File: src/rtl/spi_clk_pkg.sv
package spi_clk_pkg;
    // Gating behaviour relative to chip select
    typedef enum logic [1:0] {
        GATE_OFF   = 2'd0,
        GATE_TAIL1 = 2'd1,
        GATE_TAIL2 = 2'd2,
        GATE_FREE  = 2'd3
    } gate_mode_e;

    // Tail counter must hold mode + 1 for the two tail modes
    localparam int TAIL_W = 2;

    typedef struct packed {
        logic [TAIL_W-1:0] tail;
        logic              run;
    } gate_state_t;
endpackage

File: src/rtl/spi_clk_gate.sv
module spi_clk_gate
    import spi_clk_pkg::*;
(
    input  logic       clk,
    input  logic       rst_n,
    input  logic [1:0] gate_mode,
    input  logic       cs_active,
    input  logic       period_end,
    output logic       run_nxt,
    output logic       run_cur
);
    gate_state_t st_d, st_q;

    always_comb begin
        st_d = st_q;
        if (cs_active) begin
            // Arm the tail with the period in progress plus the extra ones
            if (gate_mode == GATE_TAIL1 || gate_mode == GATE_TAIL2)
                st_d.tail = TAIL_W'(gate_mode) + 1'b1;
            else
                st_d.tail = '0;
        end else if (st_q.run && period_end && st_q.tail != '0) begin
            st_d.tail = st_q.tail - 1'b1;
        end
        st_d.run = (gate_mode == GATE_FREE) || cs_active || (st_d.tail != '0);
    end

    always_ff @(posedge clk or negedge rst_n) begin
        if (!rst_n) st_q <= '0;
        else        st_q <= st_d;
    end

    assign run_nxt = st_d.run;
    assign run_cur = st_q.run;
endmodule

File: src/rtl/spi_clk_div.sv
module spi_clk_div #(
    parameter int DIV_W = 8
) (
    input  logic             clk,
    input  logic             rst_n,
    input  logic [DIV_W-1:0] div_val,
    input  logic [DIV_W-1:0] high_val,
    input  logic             bypass,
    input  logic             idle_high,
    input  logic             run_nxt,
    input  logic             run_cur,
    output logic             period_end,
    output logic             byp_q,
    output logic             lvl_q,
    output logic             rise_q,
    output logic             fall_q
);
    typedef struct packed {
        logic [DIV_W-1:0] cnt;
        logic [DIV_W-1:0] last_div;
        logic             byp;
        logic             lvl;
        logic             rise;
        logic             fall;
    } div_state_t;

    div_state_t       st_d, st_q;
    logic [DIV_W-1:0] high_eff;
    logic             byp_nxt;
    logic             active_phase;

    always_comb begin
        st_d     = st_q;
        byp_nxt  = bypass || (div_val == '0);
        // Clamp keeps at least one count in each phase
        high_eff = (high_val >= div_val) ? div_val - 1'b1 : high_val;

        st_d.last_div = div_val;
        st_d.byp      = byp_nxt;

        if (!run_nxt || !run_cur || byp_nxt || (div_val != st_q.last_div))
            st_d.cnt = '0;
        else if (st_q.cnt >= div_val)
            st_d.cnt = '0;
        else
            st_d.cnt = st_q.cnt + 1'b1;

        active_phase = (st_d.cnt <= high_eff);
        st_d.lvl     = (run_nxt && !byp_nxt) ? (active_phase ^ idle_high) : idle_high;

        if (byp_nxt) begin
            st_d.rise = run_nxt;
            st_d.fall = run_nxt;
        end else begin
            st_d.rise = st_d.lvl & ~st_q.lvl;
            st_d.fall = ~st_d.lvl & st_q.lvl;
        end
    end

    always_ff @(posedge clk or negedge rst_n) begin
        if (!rst_n) st_q <= '0;
        else        st_q <= st_d;
    end

    assign period_end = st_q.byp || (st_q.cnt >= div_val);
    assign byp_q      = st_q.byp;
    assign lvl_q      = st_q.lvl;
    assign rise_q     = st_q.rise;
    assign fall_q     = st_q.fall;
endmodule

File: src/rtl/spi_clk_gen.sv
module spi_clk_gen #(
    parameter int DIV_W = 8
) (
    input  logic             clk,
    input  logic             rst_n,
    input  logic [DIV_W-1:0] div_val,
    input  logic [DIV_W-1:0] high_val,
    input  logic             bypass,
    input  logic             idle_high,
    input  logic [1:0]       gate_mode,
    input  logic             cs_active,
    output logic             sck,
    output logic             rise_stb,
    output logic             fall_stb
);
    logic run_nxt, run_cur, period_end, byp_q, lvl_q;
    logic byp_line;

    spi_clk_gate i_gate (
        .clk        (clk),
        .rst_n      (rst_n),
        .gate_mode  (gate_mode),
        .cs_active  (cs_active),
        .period_end (period_end),
        .run_nxt    (run_nxt),
        .run_cur    (run_cur)
    );

    spi_clk_div #(.DIV_W(DIV_W)) i_div (
        .clk        (clk),
        .rst_n      (rst_n),
        .div_val    (div_val),
        .high_val   (high_val),
        .bypass     (bypass),
        .idle_high  (idle_high),
        .run_nxt    (run_nxt),
        .run_cur    (run_cur),
        .period_end (period_end),
        .byp_q      (byp_q),
        .lvl_q      (lvl_q),
        .rise_q     (rise_stb),
        .fall_q     (fall_stb)
    );

    // Divide-by-one: enable changes only while the line sits at its idle level
    assign byp_line = idle_high ? (~run_cur | clk) : (run_cur & ~clk);
    assign sck      = byp_q ? byp_line : lvl_q;
endmodule

File: config.mk
export PLATFORM = sky130hd
export DESIGN_NAME = spi_clk_gen
export DESIGN_NICKNAME = d
export VERILOG_FILES = /design/src/rtl/spi_clk_pkg.sv /design/src/rtl/spi_clk_gate.sv /design/src/rtl/spi_clk_div.sv /design/src/rtl/spi_clk_gen.sv
export SDC_FILE = /design/constraint.sdc
export NUM_CORES = 1
export LEC_CHECK = 0
export BUFFER_PORTS_ARGS = -buffer_cell sky130_fd_sc_hd__buf_2
export CORE_ASPECT_RATIO = 0.5
export CORE_UTILIZATION = 62
export DETAILED_ROUTE_END_ITERATION = 6
export PLACE_DENSITY = 0.85
export REMOVE_ABC_BUFFERS = 1
export SLEW_MARGIN = 40
export SYNTH_ARGS = -nofsm -noshare
export SYNTH_HDL_FRONTEND = slang
export SYNTH_SLANG_ARGS = --single-unit
File: constraint.sdc
create_clock -name clk -period 6.7 [get_ports clk]
set_clock_uncertainty 0.15 [all_clocks]
set_input_delay 1.34 -clock clk [delete_from_list [all_inputs] [get_ports clk]]
set_output_delay 1.34 -clock clk [all_outputs]
set_load 0.01 [all_outputs]
After elaboration in Yosys (flattened, before gate mapping). Cells that the tools add are included.

Output and inout port bits: 3. Logic and storage cells: 55. Input bits: 23. Bits in registers: 23.

$add $sub $neg: 4. Reduce and logical (&&, ||, !) cells: 17. Equality and inequality tests: 4. Bitwise operators: 9. Multiplexer cells: 10. Magnitude comparators: 3.

Operator list (count): 8-bit 2-to-1 mux (3); 8-bit >= comparator (2); 8-bit by 1-bit adder with 8-bit output, second input constant (1); 8-bit less-or-equal comparator (1); 8-bit logical NOT (1); 1-bit logical OR (8); 2-bit 2-to-1 mux (4); 8-bit inequality test (1); 8-bit by 1-bit subtractor with 8-bit output, second input constant (1); 2-bit equality test, second input constant (2); 1-bit NOT (4); 2-bit nonzero test (2); 1-bit AND (3); 1-bit logical AND (3); 1-bit logical NOT (3); 1-bit 2-to-1 mux (3); 2-bit by 1-bit adder with 2-bit output, second input constant (1); 2-bit by 1-bit equality test with 1-bit output, second input constant (1); 2-bit by 1-bit subtractor with 2-bit output, second input constant (1); 1-bit OR (1); 1-bit bitwise XOR (1).

Logic depth before layout (Yosys ltp).
Depth after elaboration: 19. Mapped depth: 16. Depth with buffers taken out: 15.

Hierarchy. Synthesis repeated with hierarchy kept, for this count alone.

Cell total of the unflattened synthesis: 188. Area total of the unflattened synthesis: 1838.0 µm².

By module, submodules not included: spi_clk_div (cells an instance 164, area each 1590.3 µm², instances 1, seq. area each 500.5 µm²); spi_clk_gate (cells an instance 19, area each 207.7 µm², instances 1, seq. area each 75.1 µm²); spi_clk_gen (cells an instance 5, area each 40.0 µm², instances 1, seq. area each 0.0 µm²).

==> qor.txt <==
Port bufs -> 25
# diodes -> 0
Unrepaired setup endpoints after global routing -> no
Status -> finished clean
Syn avg cell area -> 9.50 um2
Worst skew pair latency -> 0.37 ns
Die footprint -> 0.00316 mm2
Met3 wire length -> 226 um
Post-synthesis compound-gate area fraction -> 0.0938
Most frequent cells in the layout -> ha_1, buf_2, dfrtp_1, inv_1, xnor2_1
Cts repair resizes -> 0
Top delay family on crit path -> buffers and inverters
Routed Wire Length -> 4.06 mm
Crit-path most repeated cell -> clkbuf_8
Leakage Power -> 1.02 nW
DRC viols -> 0
Drt first-iter violations -> 87
Dominant synthesized flop cell -> dfrtp_1
Simple-Gate Fraction of Synth Area -> 0.181
Setup ws final -> 1.17 ns
Power Density -> 196 mW/mm2
# IOs -> 26
CORE AREA -> 0.00268 mm2
Post-synth top area cell -> dfrtp_1
Post-route ant nets -> 0
Die Wd -> 78.5 um
Final net count -> 276
# hold bufs at CTS -> 0
Worst Hold Class -> reg -> reg
Final Slew Violations -> 0
Proportion of synthesized flip-flops having asynchronous set or reset -> 1.00
Post-synth EDFFs -> 0
Via density -> 5.86
YS warnings -> 0
Setup TNS -> 0 ns
Vias in the first global route -> 1,417
Crit. End Element -> output pin
Layout area overhead -> 14.1%
Required time worst endpoint -> 5.21 ns
Crit-path max FO -> 2
Max transition margin -> 0.626
First-pass GRT wire length -> 6.36 mm
Placed cell areas -> 0.00198 mm2
Fin Hold WS -> 0.375 ns
Sequential area share after synthesis -> 0.317
CTS tree -> done
Met2 WL -> 1.84 mm
WL/cell -> 15.7 um
Largest family of logic cells by synthesized area -> adder cells
WS Path Type -> clk -> out
Design area -> 0.00207 mm2
Row cnt -> 13
Placer Congestion -> 0.894
Critical Path AT -> 4.04 ns
Mapped Cells -> 191
Layout cells sized above 1 -> 0.149
M1 WL -> 1.90 mm
Clk slew on worst S/H paths -> 0.08 ns
Detailed Place HPWL -> 3.07 mm
Post-Synth Adder-Cell Area -> 0.207
Distinct cells, synth -> 33
Area contributors post-synth -> dfrtp_1, ha_1, xnor2_1
Worst-Margin Slew -> 0.554 ns
Crit path launch type -> clock port
Initial antenna violation count -> 0
Post-CTS setup buffers -> 0
Initial core utilization -> 0.676
DR top layer -> met4
Tot Pwr -> 0.405 mW
MaxCap Viol Count -> 0
WP buf/inv -> 3
DRT Pass-1 Iters -> 4
Max stage delay on crit path -> 0.14 ns
Slowest stage cell, crit path -> buf_2
Synthesized area -> 0.00181 mm2
XOR/XNOR Fraction of Synth Area -> 0.111
Cell Chain, Critical Path -> clkbuf_8 -> clkbuf_8 -> nor2b_1 -> xnor2_1 -> a21oi_1 -> buf_2
Flop and latch count out of synthesis -> 23
Mux share of post-synthesis cell area -> 0.0552
Die height -> 40.3 um
Share of the synthesized area in the top cell type -> 0.317
Final hold violation count -> 0
Worst vdd ir -> 0.118 mV
Most common cell after layout, fill and taps aside -> ha_1
Largest net degree at the start of global routing -> 24
Via count -> 1,519
Final setup viols -> 0
Pre-CTS setup slack -> 1.42 ns
Total GRT Usage -> 0.282
Grt ovf -> 0
-- cells by family (layout without fill, tap and decap cells) --
| logic type | count (synthesis) | after routing |
|---|---|---|
| compound gates | 26 | 26 |
| xor+xnor | 23 | 23 |
| fa+ha+maj | 30 | 30 |
| buf+inv | 17 | 48 |
| flops | 23 | 23 |
| mux | 10 | 10 |
| simple gates | 62 | 62 |
-- cell usage after synthesis (5+ instances only) --
cell type  number
inv_1          16
nor2_1         13
a21oi_1         5
mux2i_1        10
dfrtp_1        23
ha_1           30
xnor2_1        14
nand2_1         9
nand3_1        10
xor2_1          9
a21o_1          5
o21ai_0         8
-- power by group --
group,switching [mW],internal [mW],leakage [nW]
Clock,0.0611,0.0882,0.0562
Sequential,0.00794,0.150,0.284
Combinational,0.0535,0.0444,0.683
-- routing by layer --
layer | up-vias | global-route usage
li1 | 738 | -
met1 | 719 | 0.348
met2 | 50 | 0.470
met3 | 12 | 0.0841
met4 | 0 | 0.139
met5 | - | 0
-- state kept, by name, summed over array words and instances (netlist names) --
register,cells
i_gate.run_cur,1
i_div.fall_q,1
i_div.byp_q,1
i_div.lvl_q,1
i_div.rise_q,1
i_div.st_q,16
i_gate.st_q,2
-- per-stage QoR --
step | util | std cells
after floorplan | - | 190
after global placement | 0.738 | 252
after detailed placement | 0.738 | 252
after CTS | 0.771 | 259
after global routing | 0.771 | 259
final | 0.771 | 259
-- path summary, 6_finish.rpt --
check,depth (start not counted),slack [ns],start,end
worst max-delay path,6,1.17,clk,sck
worst min-delay path,1,0.37,i_div.st_q[12],i_div.st_q[12]
worst max register to register,14,2.49,i_div.st_q[18],i_div.fall_q
worst min register to register,1,0.37,i_div.st_q[12],i_div.st_q[12]
max in group asynchronous,1,5.26,rst_n,i_div.fall_q
min in group asynchronous,1,0.78,rst_n,i_div.st_q[6]
-- area by class of cell --
class                           instances  area (um2)
Clock buffer                            7        87.6
Multi-Input combinational cell        151        1170
Fill cell                             190         614
Clock inverter                          1        5.00
Timing Repair Buffer                   24         120
Inverter                               16        60.1
Sequential cell                        23         576
Tap cell                               37        46.3
Note: power is estimated with default switching activity, not from simulation.
